**src/rtl/bus_unstick_pkg.sv**
```systemverilog
package bus_unstick_pkg;

  typedef enum logic [2:0] {
    ST_IDLE,
    ST_CHECK,
    ST_LOW,
    ST_HIGH,
    ST_POLL,
    ST_FINISH
  } seq_state_t;

  // clock cycles spanned by a time given in microseconds, never less than one
  function automatic longint unsigned us_to_cycles(input longint unsigned clk_hz,
                                                   input longint unsigned usec);
    longint unsigned c;
    c = (clk_hz * usec) / 64'd1000000;
    if (c == 0) c = 1;
    return c;
  endfunction

  function automatic longint unsigned max_of(input longint unsigned a,
                                             input longint unsigned b);
    return (a > b) ? a : b;
  endfunction

endpackage

```
**src/rtl/line_sync.sv**
```systemverilog
module line_sync #(
  parameter int LINES  = 2,
  parameter int STAGES = 2
) (
  input  logic             clk_i,
  input  logic             rst_ni,
  input  logic [LINES-1:0] raw_i,
  output logic [LINES-1:0] sync_o
);

  for (genvar g = 0; g < LINES; g++) begin : g_line
    logic [STAGES-1:0] chain;
    always_ff @(posedge clk_i or negedge rst_ni) begin
      if (!rst_ni) chain <= '1;
      else         chain <= {chain[STAGES-2:0], raw_i[g]};
    end
    assign sync_o[g] = chain[STAGES-1];
  end

endmodule

```
**src/rtl/unstick_timer.sv**
```systemverilog
module unstick_timer #(
  parameter int W = 8
) (
  input  logic         clk_i,
  input  logic         rst_ni,
  input  logic         load_i,
  input  logic [W-1:0] load_val_i,
  output logic         expired_o
);

  logic [W-1:0] count;

  always_ff @(posedge clk_i or negedge rst_ni) begin
    if (!rst_ni)            count <= '0;
    else if (load_i)        count <= load_val_i;
    else if (count != '0)   count <= count - 1'b1;
  end

  assign expired_o = (count == '0);

endmodule

```
**src/rtl/bus_unstick.sv**
```systemverilog
module bus_unstick
  import bus_unstick_pkg::*;
#(
  parameter longint unsigned CLK_HZ      = 100_000_000,
  parameter longint unsigned PHASE_US    = 50,
  parameter longint unsigned DEADLINE_US = 200_000,
  parameter int              PULSES      = 9
) (
  input  logic clk_i,
  input  logic rst_ni,
  input  logic trig_i,
  input  logic scl_in_i,
  input  logic sda_in_i,
  output logic scl_drive_low_o,
  output logic sda_drive_low_o,
  output logic done_o,
  output logic err_o
);

  localparam longint unsigned PHASE_CYC = us_to_cycles(CLK_HZ, PHASE_US);
  localparam longint unsigned POLL_CYC  = us_to_cycles(CLK_HZ, DEADLINE_US);
  localparam longint unsigned MAX_CYC   = max_of(PHASE_CYC, POLL_CYC);
  localparam int              TW        = $clog2(MAX_CYC + 1);
  localparam logic [TW-1:0]   PHASE_LD  = TW'(PHASE_CYC - 1);
  localparam logic [TW-1:0]   POLL_LD   = TW'(POLL_CYC - 1);
  localparam int              PCW       = $clog2(PULSES + 1);

  // synchronized line levels
  logic [1:0] lines_s;
  line_sync #(.LINES(2), .STAGES(2)) u_sync (
    .clk_i  (clk_i),
    .rst_ni (rst_ni),
    .raw_i  ({scl_in_i, sda_in_i}),
    .sync_o (lines_s)
  );

  // named internal events
  logic bus_free_w;
  logic busy_w;
  logic tmr_exp_w;
  logic last_pulse_w;
  assign bus_free_w = lines_s[1] & lines_s[0];

  seq_state_t    st, nxt;
  logic [PCW-1:0] pulse_cnt;
  logic          tmr_load;
  logic [TW-1:0] tmr_val;
  logic          pcnt_inc, pcnt_clr, set_err, clr_err;

  assign busy_w       = (st != ST_IDLE);
  assign last_pulse_w = (pulse_cnt == PCW'(PULSES - 1));

  unstick_timer #(.W(TW)) u_timer (
    .clk_i      (clk_i),
    .rst_ni     (rst_ni),
    .load_i     (tmr_load),
    .load_val_i (tmr_val),
    .expired_o  (tmr_exp_w)
  );

  always_comb begin
    nxt      = st;
    tmr_load = 1'b0;
    tmr_val  = PHASE_LD;
    pcnt_inc = 1'b0;
    pcnt_clr = 1'b0;
    set_err  = 1'b0;
    clr_err  = 1'b0;
    case (st)
      ST_IDLE: begin
        if (trig_i) begin
          nxt     = ST_CHECK;
          clr_err = 1'b1;
        end
      end
      ST_CHECK: begin
        if (bus_free_w) begin
          nxt = ST_FINISH;
        end else begin
          nxt      = ST_LOW;
          tmr_load = 1'b1;
          pcnt_clr = 1'b1;
        end
      end
      ST_LOW: begin
        if (tmr_exp_w) begin
          nxt      = ST_HIGH;
          tmr_load = 1'b1;
        end
      end
      ST_HIGH: begin
        if (tmr_exp_w) begin
          pcnt_inc = 1'b1;
          tmr_load = 1'b1;
          if (last_pulse_w) begin
            nxt     = ST_POLL;
            tmr_val = POLL_LD;
          end else begin
            nxt = ST_LOW;
          end
        end
      end
      ST_POLL: begin
        if (bus_free_w) begin
          nxt = ST_FINISH;
        end else if (tmr_exp_w) begin
          nxt     = ST_FINISH;
          set_err = 1'b1;
        end
      end
      ST_FINISH: nxt = ST_IDLE;
      default:   nxt = ST_IDLE;
    endcase
  end

  always_ff @(posedge clk_i or negedge rst_ni) begin
    if (!rst_ni) begin
      st        <= ST_IDLE;
      pulse_cnt <= '0;
      err_o     <= 1'b0;
    end else begin
      st <= nxt;
      if (pcnt_clr)      pulse_cnt <= '0;
      else if (pcnt_inc) pulse_cnt <= pulse_cnt + 1'b1;
      if (clr_err)       err_o <= 1'b0;
      else if (set_err)  err_o <= 1'b1;
    end
  end

  assign scl_drive_low_o = (st == ST_LOW);
  assign sda_drive_low_o = 1'b0;
  assign done_o          = (st == ST_FINISH);

endmodule

```
**config.mk**
```make
export PLATFORM = sky130hd
export DESIGN_NAME = bus_unstick
export DESIGN_NICKNAME = d
export VERILOG_FILES = /design/src/rtl/bus_unstick_pkg.sv /design/src/rtl/line_sync.sv /design/src/rtl/unstick_timer.sv /design/src/rtl/bus_unstick.sv
export SDC_FILE = /design/constraint.sdc
export NUM_CORES = 1
export LEC_CHECK = 0
export BUFFER_PORTS_ARGS = -buffer_cell sky130_fd_sc_hd__clkbuf_2
export CAP_MARGIN = 20
export CELL_PAD_IN_SITES_DETAIL_PLACEMENT = 1
export CELL_PAD_IN_SITES_GLOBAL_PLACEMENT = 1
export CORE_ASPECT_RATIO = 0.7
export CORE_MARGIN = 4
export CORE_UTILIZATION = 30
export CTS_BUF_LIST = sky130_fd_sc_hd__clkbuf_8
export CTS_CLUSTER_SIZE = 12
export DETAILED_ROUTE_END_ITERATION = 7
export GPL_ROUTABILITY_DRIVEN = 0
export PLACE_DENSITY_LB_ADDON = 0.3
export SLEW_MARGIN = 20
export SYNTH_ARGS = -nofsm -noshare
export SYNTH_HDL_FRONTEND = slang
export SYNTH_SLANG_ARGS = --single-unit
```
**constraint.sdc**
```tcl
create_clock -name clk_i -period 4.3 [get_ports clk_i]
set_input_delay 0.215 -clock clk_i [delete_from_list [all_inputs] [get_ports clk_i]]
set_output_delay 0.215 -clock clk_i [all_outputs]
set_load 0.05 [all_outputs]
```
==> flow_summary_export.csv <==
group,metric,value,unit
placed_design,place_area,2100,um^2
route,drt-vias-per-instance,4.94,
power,p_per_area,474,nW/um^2
route,vias,1483,
global_route,grt_pass1_vias,1531,
clock_tree,clock_path_buffers,2,
clock_tree,cts_buffers,5,
global_route,globalRouteTotalUtil,12.6,%
worst_setup_path,critPathArrivalTime,3.03,ns
global_route,grt_pass1_wl,8.08,mm
finish,stdcell_area,2210,um^2
synthesis,synth_edf_count,0,
synthesis,synth_nets,208,
sta,min_period,2.86,ns
die,die_y,76.4,um
worst_setup_path,cp_max_fo,14,
clock_tree,cts-root-buf,"clkbuf_8",
finish,area_growth,10.0,%
synthesis,synth-seq-cells,37,
power,p_leak,0.000902,uW
route,ant_nets,0,
global_route,antenna_found_initial,0,
worst_setup_path,cp_cell_sequence,"inv_1 -> ha_1 -> or3b_2 -> or3_1 -> or4_4 -> xor2_1 -> nor2_2",
die,start_util,31.5,%
placed_design,io_buffers,7,
worst_setup_path,worstPathRequired,4.47,ns
synthesis,synth_area_per_cell,10.0,um^2
finish,fin_nets,216,
synthesis,synthCells,200,
die,die_x,106,um
clock_tree,postCtsSetupRepairBufs,0,
sta,drv_slew,0,
sta,max_slew.worst_pin.slew,1.02,ns
finish,final.fill_count,749,
sta,finalHoldViolCount,0,
sta,fin_skew,0.00694,ns
finish,drive_above_1_share,16.7,%
synthesis,synth_cell_type_count,45,
clock_tree,htree_levels,2,
route,dr.pass1.iters,4,
worst_setup_path,end_kind,"flip-flop",
clock_tree,cts_tree,"built",
sta,setup_tns,0,ns
sta,period_share,66.4,%
power,vdd_drop_max,0.197,mV
worst_setup_path,criticalPathCategory,"reg2reg",
sta,rsz0062_at_grt,"false",
clock_tree,clkTransAtPathRegs,0.08,ns
clock_tree,cts_sinks,37,
finish,antenna_cells,0,
route,drc,0,
worst_setup_path,max_stage_delay,0.69,ns
global_route,grt_overflow,0,
worst_setup_path,slowest_stage,"or3_1",
route,drt_iter0_drc,53,
worst_setup_path,start_kind,"flip-flop",
sta,slew_headroom,31.4,%
die,die-area,8080,um^2
status,outcome,"complete, no violations",
die,design.portCount,9,
synthesis,ys_seq_area_share,46.4,%
flow_run,maxCapViolCount,0,
synthesis,synth_ff_type,"dfrtp_1",
clock_tree,insertion_delay,0.29,ns
route,wl_per_cell,15.5,um
synthesis,mappedNetlistArea,2010,um^2
placed_design,dpl.hpwl,3.35,mm
synthesis,yosys_warnings,0,
die,rows,24,
global_route,grt_max_degree,38,
worst_hold_path,hold_class,"in2async",
sta,finalSetupViolations,0,
synthesis,synthArstFlopShare,100,%
power,power,1050,uW
route,wl,4.64,mm
die,core_area,6370,um^2
sta,fmax,350,MHz
Yosys cell counts (all sizes together), types with 2 or more instances:
| cell | number | area (um^2) |
|---|---|---|
| dfrtp | 33 | 826 |
| nor2 | 24 | 109 |
| a21oi | 15 | 78.8 |
| nand2 | 12 | 45.0 |
| nor3 | 9 | 55.1 |
| o21ai | 9 | 45.0 |
| or4 | 9 | 86.3 |
| xnor2 | 9 | 78.8 |
| xor2 | 9 | 78.8 |
| inv | 7 | 26.3 |
| nor4 | 7 | 77.6 |
| or3 | 6 | 37.5 |
| buf | 5 | 46.3 |
| a31oi | 4 | 25.0 |
| clkbuf | 4 | 15.0 |
| dfstp | 4 | 105 |
| nand3 | 4 | 20.0 |
| o31ai | 4 | 30.0 |
| ha | 3 | 37.5 |
| mux2i | 3 | 30.0 |
| o211ai | 3 | 22.5 |
| a22oi | 2 | 15.0 |
| nand2b | 2 | 12.5 |
| o2111ai | 2 | 17.5 |
cell families after synthesis:
kind of cell | count (synthesis) | synth area share (%)
AND/OR/NAND/NOR | 79 | 24.3
AO/OA/AOI/OAI | 43 | 13.5
flip-flops | 37 | 46.4
XOR/XNOR | 18 | 7.86
buffers and inverters | 16 | 4.37
adder cells (fa/ha/maj) | 3 | 1.87
multiplexers | 3 | 1.50
other | 1 | 0.187
cell type report:
class                           instances  area, um^2  share of cell area, %
Clock inverter                          3        17.5                  0.794
Clock buffer                            5        68.8                   3.12
Multi-Input combinational cell        147         987                   44.7
Timing Repair Buffer                   10        62.6                   2.83
Tap cell                               91         114                   5.16
Sequential cell                        37         931                   42.2
Inverter                                7        26.3                   1.19
registers in the layout (all words and copies together) (netlist names):
name and flops:
u_timer.count 25, pulse_cnt 4, u_sync.g_line.chain 4, st 3, err_o 1
worst paths after layout:
| path | from | end | slack [ns] | depth (start not counted) |
|---|---|---|---|---|
| setup / recovery | u_timer.count[0]$_DFFE_PN0P_ | u_timer.count[24]$_DFFE_PN0P_ | 1.44 | 7 |
| hold / removal | rst_ni | u_timer.count[20]$_DFFE_PN0P_ | 0.06 | 1 |
| setup reg to reg | u_timer.count[0]$_DFFE_PN0P_ | u_timer.count[24]$_DFFE_PN0P_ | 1.44 | 7 |
| hold reg to reg | u_sync.g_line[0].chain[0]$_DFF_PN1_ | u_sync.g_line[0].chain[1]$_DFF_PN1_ | 0.36 | 0 |
| max in group asynchronous | rst_ni | u_timer.count[14]$_DFFE_PN0P_ | 3.67 | 1 |
| min in group clk_i | trig_i | err_o$_DFFE_PN0P_ | 0.24 | 4 |
through the flow:
stage                     utilization (%)  worst slack, ns  hold slack, ns  cells
after floorplan                         -             1.77         -0.0806    200
after global placement               33.0             1.55           0.304    290
after detailed placement             33.0             1.48           0.306    290
after CTS                            34.7             1.47          0.0859    300
after global routing                 34.7             1.35           0.127    300
final                                34.7             1.44          0.0568    300
per-layer routing:
| metal | vias to the layer above | share of wire, % | global-route usage (%) |
|---|---|---|---|
| met5 | - | 0 | 0 |
| met4 | 0 | 0.13 | 2.33 |
| met3 | 2 | 2.6 | 3.30 |
| met2 | 15 | 37 | 16.2 |
| met1 | 731 | 60 | 20.7 |
| li1 | 735 | - | - |
power breakdown:
| group | internal, uW | switching (uW) |
|---|---|---|
| clock | 112 | 133 |
| sequential | 417 | 77.6 |
| combinational | 117 | 188 |
| total | 646 | 399 |
critical path, delay by kind of cell (launching register included):
family	cells	cell delay, ns
xor+xnor	1	0.17
fa+ha+maj	1	0.17
buf+inv	1	0.10
flops	1	0.40
simple gates	4	1.91
layout by cell type, fill, tap and decap left out, types with 3 or more instances in the layout:
| cell | Yosys | final |
|---|---|---|
| or4_1 | 4 | 4 |
| or3_1 | 6 | 6 |
| inv_1 | 7 | 7 |
| clkbuf_2 | 0 | 7 |
| a21oi_1 | 14 | 14 |
| o31ai_1 | 4 | 4 |
| nor2_1 | 22 | 22 |
| dfstp_2 | 4 | 4 |
| mux2i_1 | 3 | 3 |
| o211ai_1 | 3 | 3 |
| nor3_1 | 7 | 7 |
| or4_4 | 5 | 5 |
| a31oi_1 | 4 | 4 |
| clkbuf_8 | 0 | 5 |
| xnor2_1 | 9 | 9 |
| xor2_1 | 9 | 9 |
| nor4_1 | 3 | 3 |
| nand2_1 | 12 | 12 |
| nor4_2 | 3 | 3 |
| ha_1 | 3 | 3 |
| dfrtp_1 | 33 | 33 |
| o21ai_0 | 8 | 8 |
| nand3_1 | 4 | 4 |
timing repair:
item                                   in CTS  in global routing
endpoints found under the hold margin       2                  0
hold buffers                                2                  0
gates resized for setup                     0                  0
setup endpoints to repair                   0                  0
No activity file was read; power rests on OpenSTA's default activity.
